===== src/rtl/wdt_pkg.sv =====
package wdt_pkg;
    localparam int DW = 8;

    localparam int B_MODE  = 0;
    localparam int B_EN    = 1;
    localparam int B_RSTEN = 2;
    localparam int B_TYPE  = 3;
    localparam int B_FLAG  = DW - 1;

    typedef struct packed {
        logic wd_mode;
        logic tmr_en;
        logic rst_en;
        logic rst_type;
        logic flag;
        logic por;
        logic ivl;
    } ctl_t;
endpackage


===== src/rtl/wdt_count.sv =====
module wdt_count #(
    parameter int W = 8
) (
    input  logic         clk,
    input  logic         rst_n,
    input  logic         clr,
    input  logic         en,
    input  logic         tick,
    input  logic         ld,
    input  logic [W-1:0] ld_val,
    output logic [W-1:0] cnt,
    output logic         wrap
);
    localparam logic [W-1:0] MAXV = {W{1'b1}};

    logic [W-1:0] cnt_d, cnt_q;

    always_comb begin
        cnt_d = cnt_q;
        if (clr || !en)
            cnt_d = '0;
        else if (ld)
            cnt_d = ld_val;
        else if (tick)
            cnt_d = cnt_q + 1'b1;
    end

    always_ff @(posedge clk or negedge rst_n) begin
        if (!rst_n) cnt_q <= '0;
        else        cnt_q <= cnt_d;
    end

    assign cnt  = cnt_q;
    assign wrap = en && !clr && !ld && tick && (cnt_q == MAXV);


    off_holds_zero_chk: assert property (@(posedge clk) disable iff (!rst_n)
        !en |=> cnt_q == '0);


    tick_adds_one_chk: assert property (@(posedge clk) disable iff (!rst_n)
        (en && !clr && !ld && tick) |=> cnt_q == $past(cnt_q) + 1'b1);
endmodule


===== src/rtl/wdt_pulse.sv =====
module wdt_pulse #(
    parameter int W = 10
) (
    input  logic         clk,
    input  logic         rst_n,
    input  logic         clr,
    input  logic         start,
    input  logic [W-1:0] len,
    output logic         active
);
    typedef struct packed {
        logic         act;
        logic [W-1:0] rem;
    } pls_t;

    pls_t st_d, st_q;

    always_comb begin
        st_d = st_q;
        if (clr) begin
            st_d = '0;
        end else if (st_q.act) begin
            if (st_q.rem == '0) st_d.act = 1'b0;
            else                st_d.rem = st_q.rem - 1'b1;
        end else if (start) begin
            st_d.act = 1'b1;
            st_d.rem = len - 1'b1;
        end
    end

    always_ff @(posedge clk or negedge rst_n) begin
        if (!rst_n) st_q <= '0;
        else        st_q <= st_d;
    end

    assign active = st_q.act;


    pulse_starts_chk: assert property (@(posedge clk) disable iff (!rst_n)
        (start && !st_q.act && !clr) |=> st_q.act);


    pulse_no_restart_chk: assert property (@(posedge clk) disable iff (!rst_n)
        (st_q.act && !clr && st_q.rem != '0) |=> st_q.act && st_q.rem == $past(st_q.rem) - 1'b1);
endmodule


===== src/rtl/wdt_ovf_rstgen.sv =====
module wdt_ovf_rstgen
    import wdt_pkg::*;
#(
    parameter int OVF_LEN_RST   = 132,
    parameter int OVF_LEN_NORST = 130,
    parameter int RST_LEN       = 518
) (
    input  logic          clk,
    input  logic          rst_n,
    input  logic          pin_rst_i,
    input  logic          tick_i,
    input  logic          wr_en_i,
    input  logic          wr_sel_i,
    input  logic [DW-1:0] wr_data_i,
    output logic [DW-1:0] cnt_o,
    output logic [DW-1:0] ctrl_o,
    output logic          ovf_n_o,
    output logic          int_rst_o,
    output logic          rst_is_por_o,
    output logic          ivl_irq_o
);
    localparam int MAXL = (RST_LEN > OVF_LEN_RST) ? RST_LEN : OVF_LEN_RST;
    localparam int PW   = $clog2(MAXL + 1);
    localparam logic [PW-1:0] L_OVF_R = PW'(OVF_LEN_RST);
    localparam logic [PW-1:0] L_OVF_N = PW'(OVF_LEN_NORST);
    localparam logic [PW-1:0] L_RST   = PW'(RST_LEN);

    ctl_t c_d, c_q;

    logic wrap, wd_ovf, ovf_act, rst_act, ctl_wr, cnt_wr;

    assign ctl_wr = wr_en_i && !wr_sel_i;
    assign cnt_wr = wr_en_i && wr_sel_i;
    assign wd_ovf = wrap && c_q.wd_mode && !pin_rst_i;

    always_comb begin
        c_d     = c_q;
        c_d.ivl = wrap && !c_q.wd_mode;
        if (ctl_wr) begin
            c_d.wd_mode  = wr_data_i[B_MODE];
            c_d.tmr_en   = wr_data_i[B_EN];
            c_d.rst_en   = wr_data_i[B_RSTEN];
            c_d.rst_type = wr_data_i[B_TYPE];
            c_d.flag     = c_q.flag && wr_data_i[B_FLAG];
        end
        if (wd_ovf) begin
            c_d.flag = 1'b1;
            if (c_q.rst_en && !rst_act)
                c_d.por = c_q.rst_type;
        end
        if (pin_rst_i)
            c_d = '0;
    end

    always_ff @(posedge clk or negedge rst_n) begin
        if (!rst_n) c_q <= '0;
        else        c_q <= c_d;
    end

    wdt_count #(.W(DW)) u_cnt (
        .clk    (clk),
        .rst_n  (rst_n),
        .clr    (pin_rst_i),
        .en     (c_q.tmr_en),
        .tick   (tick_i),
        .ld     (cnt_wr),
        .ld_val (wr_data_i),
        .cnt    (cnt_o),
        .wrap   (wrap)
    );

    wdt_pulse #(.W(PW)) u_ovf (
        .clk    (clk),
        .rst_n  (rst_n),
        .clr    (pin_rst_i),
        .start  (wd_ovf),
        .len    (c_q.rst_en ? L_OVF_R : L_OVF_N),
        .active (ovf_act)
    );

    wdt_pulse #(.W(PW)) u_rst (
        .clk    (clk),
        .rst_n  (rst_n),
        .clr    (pin_rst_i),
        .start  (wd_ovf && c_q.rst_en),
        .len    (L_RST),
        .active (rst_act)
    );

    assign ovf_n_o      = !ovf_act;
    assign int_rst_o    = rst_act;
    assign rst_is_por_o = c_q.por;
    assign ivl_irq_o    = c_q.ivl;
    assign ctrl_o       = {c_q.flag, {(DW-5){1'b0}}, c_q.rst_type, c_q.rst_en,
                           c_q.tmr_en, c_q.wd_mode};


    pin_wins_chk: assert property (@(posedge clk) disable iff (!rst_n)
        pin_rst_i |=> !c_q.flag && ovf_n_o && !int_rst_o && cnt_o == '0);


    rst_with_ovf_chk: assert property (@(posedge clk) disable iff (!rst_n)
        (wd_ovf && c_q.rst_en && !rst_act) |=> int_rst_o && !ovf_n_o);


    no_rst_when_off_chk: assert property (@(posedge clk) disable iff (!rst_n)
        (wd_ovf && !c_q.rst_en && !rst_act) |=> !int_rst_o);


    flag_sticky_chk: assert property (@(posedge clk) disable iff (!rst_n)
        (c_q.flag && !pin_rst_i && !(ctl_wr && !wr_data_i[B_FLAG])) |=> c_q.flag);


    ivl_no_flag_chk: assert property (@(posedge clk) disable iff (!rst_n)
        (wrap && !c_q.wd_mode && !c_q.flag && !ctl_wr) |=> !c_q.flag && ivl_irq_o);
endmodule


===== config.mk =====
export PLATFORM = sky130hd
export DESIGN_NAME = wdt_ovf_rstgen
export DESIGN_NICKNAME = d
export VERILOG_FILES = /design/src/rtl/wdt_pkg.sv /design/src/rtl/wdt_count.sv /design/src/rtl/wdt_pulse.sv /design/src/rtl/wdt_ovf_rstgen.sv
export SDC_FILE = /design/constraint.sdc
export NUM_CORES = 1
export LEC_CHECK = 0
export ABC_CLOCK_PERIOD_IN_PS = 2200
export BUFFER_PORTS_ARGS = -buffer_cell sky130_fd_sc_hd__buf_2
export CELL_PAD_IN_SITES_DETAIL_PLACEMENT = 2
export CELL_PAD_IN_SITES_GLOBAL_PLACEMENT = 2
export CORE_UTILIZATION = 35
export DETAILED_ROUTE_END_ITERATION = 10
export PLACE_DENSITY_LB_ADDON = 0.3
export SYNTH_ARGS = -nofsm -noshare
export SYNTH_HDL_FRONTEND = slang
export SYNTH_SLANG_ARGS = --single-unit

===== constraint.sdc =====
create_clock -name clk -period 2.2 [get_ports clk]
set_input_delay 0.11 -clock clk [delete_from_list [all_inputs] [get_ports clk]]
set_output_delay 0.11 -clock clk [all_outputs]
set_load 0.02 [all_outputs]

==> impl_metrics.env <==
export IMPL_die_area_mm2=0.00686
export IMPL_critPathLaunchType="register"
export IMPL_ys_ff_latch=37
export IMPL_io_pins=34
export IMPL_routedWlPerCell_um=19.0
export IMPL_fillers=718
export IMPL_slew_limit_headroom_pct=40.5
export IMPL_clkSlewWorstSetupHoldPaths_ps=70
export IMPL_skew_ps=8.87
export IMPL_route_detailed_drc=0
export IMPL_cts_num_sinks=37
export IMPL_crit_required_ps=2390
export IMPL_synthCells=239
export IMPL_fin_nets=288
export IMPL_path_max_fanout=5
export IMPL_hold_path_class="in2reg"
export IMPL_ant_nets=0
export IMPL_p_leak_uw=0.00124
export IMPL_grt_pass1_wl_mm=11.3
export IMPL_seqCellArea_um2=926
export IMPL_synthFlopType="dfrtp_1"
export IMPL_core_mm2=0.00631
export IMPL_synth_edf_count=0
export IMPL_dr_pass1_iters=4
export IMPL_yosysWarnings=0
export IMPL_dpl_hpwl_mm=4.89
export IMPL_post_route_period_util_pct=96.1
export IMPL_async_reset_ff_share_pct=100
export IMPL_multi_input_area_mm2=0.00123
export IMPL_port_buffers=30
export IMPL_hold_slack_ps=78.3
export IMPL_grt_max_degree=38
export IMPL_grt_pass1_vias=2159
export IMPL_avgViaCountPerCell=5.85
export IMPL_wl_met3_um=171
export IMPL_status="finished clean"
export IMPL_arrival_ps=2300
export IMPL_wl_mm=6.64
export IMPL_highest_layer="met4"
export IMPL_yosysSeqAreaShare_pct=40.5
export IMPL_setup_tns_ps=0
export IMPL_cts_resized=0
export IMPL_power_density_mw_per_mm2=534
export IMPL_syn2layout_area_growth_pct=15.0
export IMPL_netlist_area_mm2=0.00229
export IMPL_numCtsBuffers=5
export IMPL_yosysMostFrequentCell="dfrtp_1"
export IMPL_met1Wirelength_mm=3.06
export IMPL_synth_top_cell_by_area="dfrtp_1"
export IMPL_hold_violations=0
export IMPL_die_w_um=82.8
export IMPL_wl_met2_mm=3.31
export IMPL_drtIter0Drc=57
export IMPL_fmax_mhz=473
export IMPL_peakVddDrop_mv=0.246
export IMPL_maxCapViolCount=0
export IMPL_clockBufferDepth=2
export IMPL_drive_above_1_share_pct=22.4
export IMPL_worstMarginPinSlew_ps=893
export IMPL_setup_violations=0
export IMPL_start_util_pct=36.2
export IMPL_htree_levels=2
export IMPL_num_vias=2043
export IMPL_track_usage_pct=20.6
export IMPL_gp_congestion=0.754
export IMPL_layout_min_cycle_time_ps=2110
export IMPL_yosysUniqueCellTypes=60
export IMPL_clkLatencyLatePin_ps=300
export IMPL_drv_slew=0
export IMPL_rsz0062_at_grt="no"
export IMPL_worstSetupEndpointType="register"
export IMPL_num_antenna_cells=0
export IMPL_yosys_top_cells_count="37 x dfrtp_1, 21 x nor2_1, 17 x a21oi_1"
export IMPL_netlist_area_leader_share_pct=40.5
export IMPL_num_rows=29
export IMPL_avgSynthCellArea_um2=9.57
export IMPL_post_cts_buffers=0
export IMPL_cts_tree="built"
export IMPL_antenna_found_initial=0
export IMPL_ys_top_cells_by_area="dfrtp_1 40%, a21oi_1 3.7%, nor2_1 3.4%"
export IMPL_critical_path_class="reg2reg"
export IMPL_overflow=0
export IMPL_fp_dieH_um=82.8
export IMPL_clock_root_buffer="clkbuf_8"
[worst paths after layout]
kind	startpoint	end	slack (ps)	depth (start not counted)
worst max-delay path	u_rst.st_q[0]$_DFFE_PN0P_	u_rst.st_q[0]$_DFFE_PN0P_	90	6
worst min-delay path	wr_data_i[1]	ctrl_o[1]$_DFFE_PN0P_	80	3
worst max register to register	u_rst.st_q[0]$_DFFE_PN0P_	u_rst.st_q[0]$_DFFE_PN0P_	90	6
worst min register to register	rst_is_por_o$_DFFE_PN0P_	rst_is_por_o$_DFFE_PN0P_	520	2
max in group asynchronous	rst_n	u_rst.st_q[2]$_DFFE_PN0P_	1170	2
min in group asynchronous	rst_n	u_cnt.cnt[4]$_DFFE_PN0P_	470	2
[per-layer routing]
metal  vias to the layer above  track usage (%)
li1                        964                -
met1                      1036             25.5
met2                        33             36.4
met3                        10             3.38
met4                         0             6.43
met5                         -                0
[state kept, by name, indices dropped and copies added, names as in the netlist]
register / count
u_rst.active: 1
u_cnt.cnt: 8
u_ovf.st_q: 10
u_rst.st_q: 10
ivl_irq_o: 1
ctrl_o: 5
u_ovf.active: 1
rst_is_por_o: 1
[stage by stage]
| step | instances | total power [uW] | instance area (um^2) | utilization (%) | setup slack [ps] |
|---|---|---|---|---|---|
| detailed placement | 340 | 792 | 2500 | 39.7 | 45.2 |
| global placement | 340 | 791 | 2500 | 39.7 | 171 |
| global route | 349 | 1450 | 2630 | 41.7 | 14.8 |
| floorplan | 241 | 753 | 2290 | - | 270 |
| CTS | 349 | 1420 | 2630 | 41.7 | 17.7 |
| finish | 349 | 1400 | 2630 | 41.7 | 85.4 |
[final cells by class]
type	instances	area share (%)
multi-input cells	177	46.9
flip-flops and latches	37	35.2
well taps	77	3.66
repair buffers	38	8.09
inverters	12	1.71
clock buffers	7	3.28
clock inverters	1	1.14
[worst max-delay path, cell delays in order (launching register included)]
cell	delay, ps
dfrtp_1	420
inv_1	120
ha_1	210
or3b_2	530
o41ai_4	330
o311ai_0	220
o211a_1	170
[logic make-up (layout without fill, tap and decap cells)]
logic type	Yosys count	in the layout	synth area share [%]
compound gates	69	69	22.3
xor+xnor	8	8	3.06
fa+ha+maj	3	3	1.64
buf+inv	27	58	5.91
flops	37	37	40.5
mux	7	7	3.12
other cells	1	3	0.164
simple gates	87	87	23.4
[report_power, final]
| group | total, uW | internal (uW) | leakage (uW) | switching (uW) |
|---|---|---|---|---|
| Sequential | 691 | 684 | 0.000515 | 6.26 |
| Clock | 626 | 370 | 0.0000585 | 256 |
| Combinational | 87.4 | 25.1 | 0.000662 | 62.2 |
[layout by cell type (no fill, tap or decap), types with 4 or more instances in the layout]
master | synthesis | final
xor2_1 | 4 | 4
o21ai_0 | 8 | 8
buf_4 | 5 | 7
a31oi_1 | 6 | 6
nor2_1 | 21 | 21
clkbuf_8 | 0 | 6
nand2_1 | 12 | 12
xnor2_1 | 4 | 4
nand4_1 | 8 | 8
a21oi_1 | 17 | 17
nor4_1 | 4 | 4
mux2i_1 | 6 | 6
nand3_1 | 4 | 4
dfrtp_1 | 37 | 37
o211ai_1 | 4 | 4
buf_2 | 2 | 30
inv_1 | 11 | 11
nor3_1 | 5 | 5
a211oi_1 | 8 | 8
[what timing repair did]
action	CTS	global route
setup endpoints to repair	0	3
hold buffers	1	0
endpoints found under the hold margin	37	0
Note: power is estimated with default switching activity, not from simulation.
